### config.mk
export PLATFORM = sky130hd
export DESIGN_NAME = dvma_walker
export DESIGN_NICKNAME = d
export VERILOG_FILES = /design/src/rtl/dvma_pkg.sv /design/src/rtl/dvma_entry_gen.sv /design/src/rtl/dvma_pte_eval.sv /design/src/rtl/dvma_fault_regs.sv /design/src/rtl/dvma_walker.sv
export SDC_FILE = /design/constraint.sdc
export NUM_CORES = 1
export LEC_CHECK = 0
export BUFFER_PORTS_ARGS = -buffer_cell sky130_fd_sc_hd__buf_4
export CAP_MARGIN = 0
export CORE_ASPECT_RATIO = 0.5
export CORE_MARGIN = 5
export CORE_UTILIZATION = 25
export DETAILED_ROUTE_END_ITERATION = 8
export REMOVE_ABC_BUFFERS = 1
export SYNTH_ARGS = -nofsm -noshare
export SYNTH_HDL_FRONTEND = slang
export SYNTH_SLANG_ARGS = --single-unit
### constraint.sdc
create_clock -name clk -period 3.6 [get_ports clk]
set_input_delay 0.36 -clock clk [delete_from_list [all_inputs] [get_ports clk]]
set_output_delay 0.36 -clock clk [all_outputs]
set_load 0.03 [all_outputs]
### src/rtl/dvma_pkg.sv
package dvma_pkg;

    localparam int VA_W       = 32;
    localparam int PA_W       = 36;
    localparam int PTE_W      = 32;
    localparam int BASE_W     = 32;
    localparam int PAGE_SHIFT = 12;
    localparam int BASE_SHIFT = PA_W - BASE_W;
    localparam int IDX_SHIFT  = PAGE_SHIFT - 2;
    localparam int PPN_LSB    = PTE_W - (PA_W - PAGE_SHIFT);

    localparam int PTE_VALID_BIT = 1;
    localparam int PTE_WRITE_BIT = 2;

    localparam logic [31:0] FSTAT_RESET = 32'h0080_0000;
    localparam logic [31:0] FSTAT_FAULT = 32'hC080_0000;
    localparam logic [31:0] FSTAT_READ  = 32'h0004_0000;

    typedef enum logic [1:0] {
        ST_IDLE,
        ST_FETCH,
        ST_CHECK,
        ST_RESPOND
    } walk_state_e;

    typedef struct packed {
        logic [VA_W-1:0]   va;
        logic              is_write;
        logic [BASE_W-1:0] base;
    } walk_req_t;

    typedef struct packed {
        logic              fault;
        logic [PA_W-1:0]   pa;
        logic [31:0]       status;
        logic [VA_W-1:0]   page_addr;
    } walk_result_t;

    function automatic logic [PA_W-1:0] entry_address(
        input logic [BASE_W-1:0] base,
        input logic [VA_W-1:0]   va
    );
        logic [PA_W-1:0] tbl;
        logic [PA_W-1:0] idx;
        tbl = PA_W'(base) << BASE_SHIFT;
        idx = PA_W'(va >> IDX_SHIFT) & ~PA_W'(3);
        return tbl + idx;
    endfunction

endpackage

### src/rtl/dvma_entry_gen.sv
module dvma_entry_gen
    import dvma_pkg::*;
(
    input  walk_req_t       req,
    output logic [PA_W-1:0] ent_addr
);
    always_comb begin
        ent_addr = entry_address(req.base, req.va);
    end
endmodule

### src/rtl/dvma_pte_eval.sv
module dvma_pte_eval
    import dvma_pkg::*;
(
    input  logic [VA_W-1:0]  va,
    input  logic             is_write,
    input  logic [PTE_W-1:0] pte,
    output walk_result_t     res
);
    logic valid_ok;
    logic write_ok;

    always_comb begin
        valid_ok      = pte[PTE_VALID_BIT];
        write_ok      = pte[PTE_WRITE_BIT] || !is_write;
        res.fault     = !(valid_ok && write_ok);
        res.pa        = res.fault ? '0 : {pte[PTE_W-1:PPN_LSB], va[PAGE_SHIFT-1:0]};
        res.status    = FSTAT_FAULT | (is_write ? 32'h0 : FSTAT_READ);
        res.page_addr = {va[VA_W-1:PAGE_SHIFT], {PAGE_SHIFT{1'b0}}};
    end
endmodule

### src/rtl/dvma_fault_regs.sv
module dvma_fault_regs
    import dvma_pkg::*;
(
    input  logic            clk,
    input  logic            rst,
    input  logic            capture,
    input  logic [31:0]     status_in,
    input  logic [VA_W-1:0] addr_in,
    output logic [31:0]     status_q,
    output logic [VA_W-1:0] addr_q
);
    always_ff @(posedge clk) begin
        if (rst) begin
            status_q <= FSTAT_RESET;
            addr_q   <= '0;
        end else if (capture) begin
            status_q <= status_in;
            addr_q   <= addr_in;
        end
    end

    AST_FAR_ALIGNED: assert property (@(posedge clk) disable iff (rst)
        addr_q[PAGE_SHIFT-1:0] == '0);
endmodule

### src/rtl/dvma_walker.sv
module dvma_walker
    import dvma_pkg::*;
(
    input  logic             clk,
    input  logic             rst,
    input  logic             req_valid,
    output logic             req_ready,
    input  logic [31:0]      req_addr,
    input  logic             req_write,
    input  logic [31:0]      tbl_base,
    output logic             mem_rd_req,
    output logic [35:0]      mem_rd_addr,
    input  logic             mem_rd_rvalid,
    input  logic [31:0]      mem_rd_data,
    output logic             rsp_valid,
    output logic [35:0]      rsp_pa,
    output logic             rsp_fault,
    output logic             flt_capture,
    output logic [31:0]      flt_status,
    output logic [31:0]      flt_addr
);
    walk_state_e      state_q;
    walk_req_t        req_q;
    logic [PTE_W-1:0] pte_q;
    walk_result_t     eval_res;
    walk_result_t     res_q;
    logic [PA_W-1:0]  ent_addr;
    logic             cap_now;

    always_ff @(posedge clk) begin
        if (rst) begin
            state_q <= ST_IDLE;
            req_q   <= '0;
            pte_q   <= '0;
            res_q   <= '0;
        end else begin
            unique case (state_q)
                ST_IDLE: if (req_valid) begin
                    req_q   <= '{va: req_addr, is_write: req_write, base: tbl_base};
                    state_q <= ST_FETCH;
                end
                ST_FETCH: if (mem_rd_rvalid) begin
                    pte_q   <= mem_rd_data;
                    state_q <= ST_CHECK;
                end
                ST_CHECK: begin
                    res_q   <= eval_res;
                    state_q <= ST_RESPOND;
                end
                default: state_q <= ST_IDLE;
            endcase
        end
    end

    dvma_entry_gen u_entry (
        .req      (req_q),
        .ent_addr (ent_addr)
    );

    dvma_pte_eval u_eval (
        .va       (req_q.va),
        .is_write (req_q.is_write),
        .pte      (pte_q),
        .res      (eval_res)
    );

    assign cap_now = (state_q == ST_CHECK) && eval_res.fault;

    dvma_fault_regs u_fregs (
        .clk       (clk),
        .rst       (rst),
        .capture   (cap_now),
        .status_in (eval_res.status),
        .addr_in   (eval_res.page_addr),
        .status_q  (flt_status),
        .addr_q    (flt_addr)
    );

    assign req_ready   = (state_q == ST_IDLE);
    assign mem_rd_req  = (state_q == ST_FETCH);
    assign mem_rd_addr = ent_addr;
    assign rsp_valid   = (state_q == ST_RESPOND);
    assign rsp_pa      = res_q.pa;
    assign rsp_fault   = rsp_valid && res_q.fault;
    assign flt_capture = rsp_valid && res_q.fault;

    AST_READY_NOT_IN_RSP: assert property (@(posedge clk) disable iff (rst)
        rsp_valid |-> !req_ready);
    AST_FETCH_HOLD: assert property (@(posedge clk) disable iff (rst)
        mem_rd_req && !mem_rd_rvalid |=> mem_rd_req);
    AST_RSP_PULSE: assert property (@(posedge clk) disable iff (rst)
        rsp_valid |=> !rsp_valid);
    AST_RSP_LATENCY: assert property (@(posedge clk) disable iff (rst)
        $past(mem_rd_req && mem_rd_rvalid, 2) |-> rsp_valid);
    AST_FAULT_PA_ZERO: assert property (@(posedge clk) disable iff (rst)
        rsp_fault |-> rsp_pa == '0);
    AST_FAULT_STATUS_SET: assert property (@(posedge clk) disable iff (rst)
        rsp_fault |-> flt_status[31] && flt_status[30] && flt_status[23]);
    AST_STATUS_ONLY_ON_CAP: assert property (@(posedge clk) disable iff (rst)
        !$stable(flt_status) |-> flt_capture);
    AST_ADDR_ONLY_ON_CAP: assert property (@(posedge clk) disable iff (rst)
        !$stable(flt_addr) |-> flt_capture);
endmodule

==> results.toml <==
[status]
outcome = "completed"

[place]
hpwlAfterDp_mm = 15.5
port_buffers = 192
setup_slack_after_placement_ns = 0.611
gp_congestion = 0.869
placedInstanceArea_um2 = 8490

[clocking]
clk-insertion-delay-late_ns = 0.43
numCtsBuffers = 17
clock_tree.buffer_depth = 2
clock-root-buffer = "clkbuf_16"
cts.clk_slew.worst_paths_ns = 0.07
cts.htree.levels = 4
clkSinkCount = 152
cts_tree = "built"

[power]
seq_power_share = 0.337
cell_internal_pwr_mw = 3.79
power.clock.fraction = 0.303
power_density_nw_per_um2 = 681
power.combinational.fraction = 0.359
pleak_nw = 3.81
power_switching_mw = 2.40
vdd.ir_drop.worst_mv = 0.308
power.switching_fraction = 0.388

[cells_and_area]
final_layout_size_suffix_gt1_frac = 0.232
synthToLayoutAreaGrowth_pct = 27.0
final_design_area_no_fill_um2 = 9100
finish.net_count = 1151
insertedDiodeCount = 0
layout.core_utilization = 0.325

[sta]
finalHoldViolCount = 0
tns_ns = 0
max-slew-margin-rel = 0.265
finalWorstSetupSlack_ns = 0.280
worst_pin_slew_ns = 1.10
timing_max_transition_violations_final = 0
holdWs_ns = 0.176
skew_ns = 0.00843
finalWorstPathRequiredPeriod_ns = 3.32
unrepaired_setup_endpoints_after_global_routing = "false"
achievable-frequency_mhz = 301
setup-violations-final = 0
timing.final.crit_share = 0.922

[global_route]
gr-usage-met3 = 0.0271
grt_usage = 0.127
grt_first_pass_wirelength_mm = 32.6
global_route.usage.met2 = 0.245
antenna_found_initial = 0
groute.layer.met1.usage = 0.140
maximum_number_of_pins_on_one_net_before_global_route_repair = 63
gr-total-overflow = 0
grt_pass1_vias = 6186
grt-busiest-layer = "met2"

[synthesis]
dominantRegCellSynth = "dfxtp_1"
ys.warnings.count = 0
synth_compound_area_frac = 0.139
area_of_the_mapped_netlist_um2 = 7170
ys_types = 45
async_flop_share = 0
yosys-top-cells-count = "245 x nand2_1, 152 x dfxtp_1, 134 x a21oi_1"
muxShareOfSynthArea = 0.0558
synthAdderAreaFrac = 0.0412
post_synth_and_or_nand_nor_area_fraction = 0.189
synth_largest_type_area_fraction = 0.424
synth_edf_count = 0
yosysSeqAreaShare = 0.424
yosysMostFrequentCell = "nand2_1"
synth.avg_cell_area_um2 = 7.99
post_synth_inst_count = 898
yosys_register_bits = 152
synth_top_family_by_area = "simple AND/OR/NAND/NOR gates"
synthXorXnorAreaFrac = 0.0305
synthDominantAreaCellType = "dfxtp_1"
ys_top_cells_by_area = "dfxtp_1 42%, nand2_1 13%, a21oi_1 9.4%, buf_4 8.8%, mux2i_1 5.6%"

[critical_path]
setup.reg_to_reg.worst_slack_ns = 1.36
critPathArrivalTime_ns = 2.96
worstSetupStartpointType = "register"
timing.critical_path.fanout_max = 4
crit_path_end_kind = "primary output"
critical_path_rt_ns = 3.24
critical_path_class = "register to primary output"

[floorplanning]
dieWidth_um = 250
boundaryPins = 242
design.core.area_um2 = 28000
die_height_um = 130
initial_utilization = 0.256
num_rows = 43
die_area_um2 = 32400

[run]
maxCapViolCount = 0

[routing]
drt-vias-per-instance = 4.37
totalWireLength_mm = 21.2
detail_route.iter0.violations = 318
first_pass_iters = 4
drcViolationCount = 0
route.detailed.wl_per_inst_um = 14.9
antenna_violating_nets_left = 0
via_count = 6210

[worst_hold_path]
hold_path_class = "input pin to register"
[critical path, stage by stage (launching register included)]
cell and delay, ns:
dfxtp_1 0.32, ha_1 0.24, fa_1 0.41, a21oi_1 0.28, o22ai_1 0.17, o2bb2ai_2 0.30
o31a_1 0.27, nor2_1 0.07, xor2_1 0.24, buf_4 0.22
[logic make-up (layout without fill, tap and decap cells)]
kind of cell,after synthesis,count (layout)
AOI/OAI and AO/OA,177,177
xor gates and xnor gates,25,25
adders and majority gates,23,23
buffers and inverters,140,241
DFF,152,152
muxes,40,40
other,2,43
and+or+nand+nor,339,339
[state kept, by name, summed over array words and instances (netlist names)]
name	count
res_q	1
req_q	65
rsp_pa	36
u_fregs.status_q	2
pte_q	26
u_fregs.addr_q	20
state_q	2
[through the flow]
step | cells | power (mW)
finish | 1422 | 6.20
floorplan | 808 | 3.52
detailed placement | 1390 | 4.38
global placement | 1390 | 4.34
CTS | 1422 | 6.29
global route | 1422 | 6.55
[cell usage in the layout, fill, tap and decap left out, types with 4 or more instances in the layout]
cell / instances
and2_1: 4
ha_1: 21
o21ai_0: 10
o311ai_1: 4
xor2_1: 11
and3_1: 9
nand2_1: 244
buf_4: 200
dfxtp_1: 152
inv_1: 9
nor3_1: 6
mux2i_1: 40
xnor2_1: 14
clkbuf_16: 17
nand3_1: 14
conb_1: 43
a21oi_1: 134
inv_6: 4
nor2_1: 54
[repair_timing]
item,CTS,global route
setup buffers,0,0
endpoints found under the setup margin,0,3
resized for setup,0,2
hold buffers,0,0
[metal layers]
metal / part of all wire / vias to the layer above
met4: 0.019 / 0
met3: 0.029 / 19
met1: 0.40 / 2977
met2: 0.55 / 115
met5: 0 / -
li1: - / 3099
[cell type report]
| class | instances | area, um2 |
|---|---|---|
| Fill cell | 2964 | 18900 |
| Multi-Input combinational cell | 647 | 3440 |
| Sequential cell | 152 | 3040 |
| Timing Repair Buffer | 200 | 1500 |
| Tap cell | 382 | 478 |
| Clock buffer | 20 | 447 |
| Clock inverter | 12 | 164 |
| Inverter | 9 | 33.8 |
[worst paths after layout]
| path | startpoint | cells after the start | endpoint |
|---|---|---|---|
| worst max-delay path | req_q[0] | 9 | mem_rd_addr[26] |
| worst min-delay path | req_write | 3 | req_q[32] |
| worst max register to register | state_q[0] | 5 | u_fregs.addr_q[26] |
| worst min register to register | pte_q[8] | 2 | pte_q[8] |
[power by group through the flow]
stage / combinational, mW / sequential [mW] / clock, mW
global placement: 2.23 / 2.11 / 0
CTS: 2.26 / 2.09 / 1.93
finish: 2.23 / 2.09 / 1.88
detailed placement: 2.26 / 2.13 / 0
global route: 2.42 / 2.12 / 2.00
floorplan: 1.34 / 2.18 / 0
No activity file was read; power rests on OpenSTA's default activity.
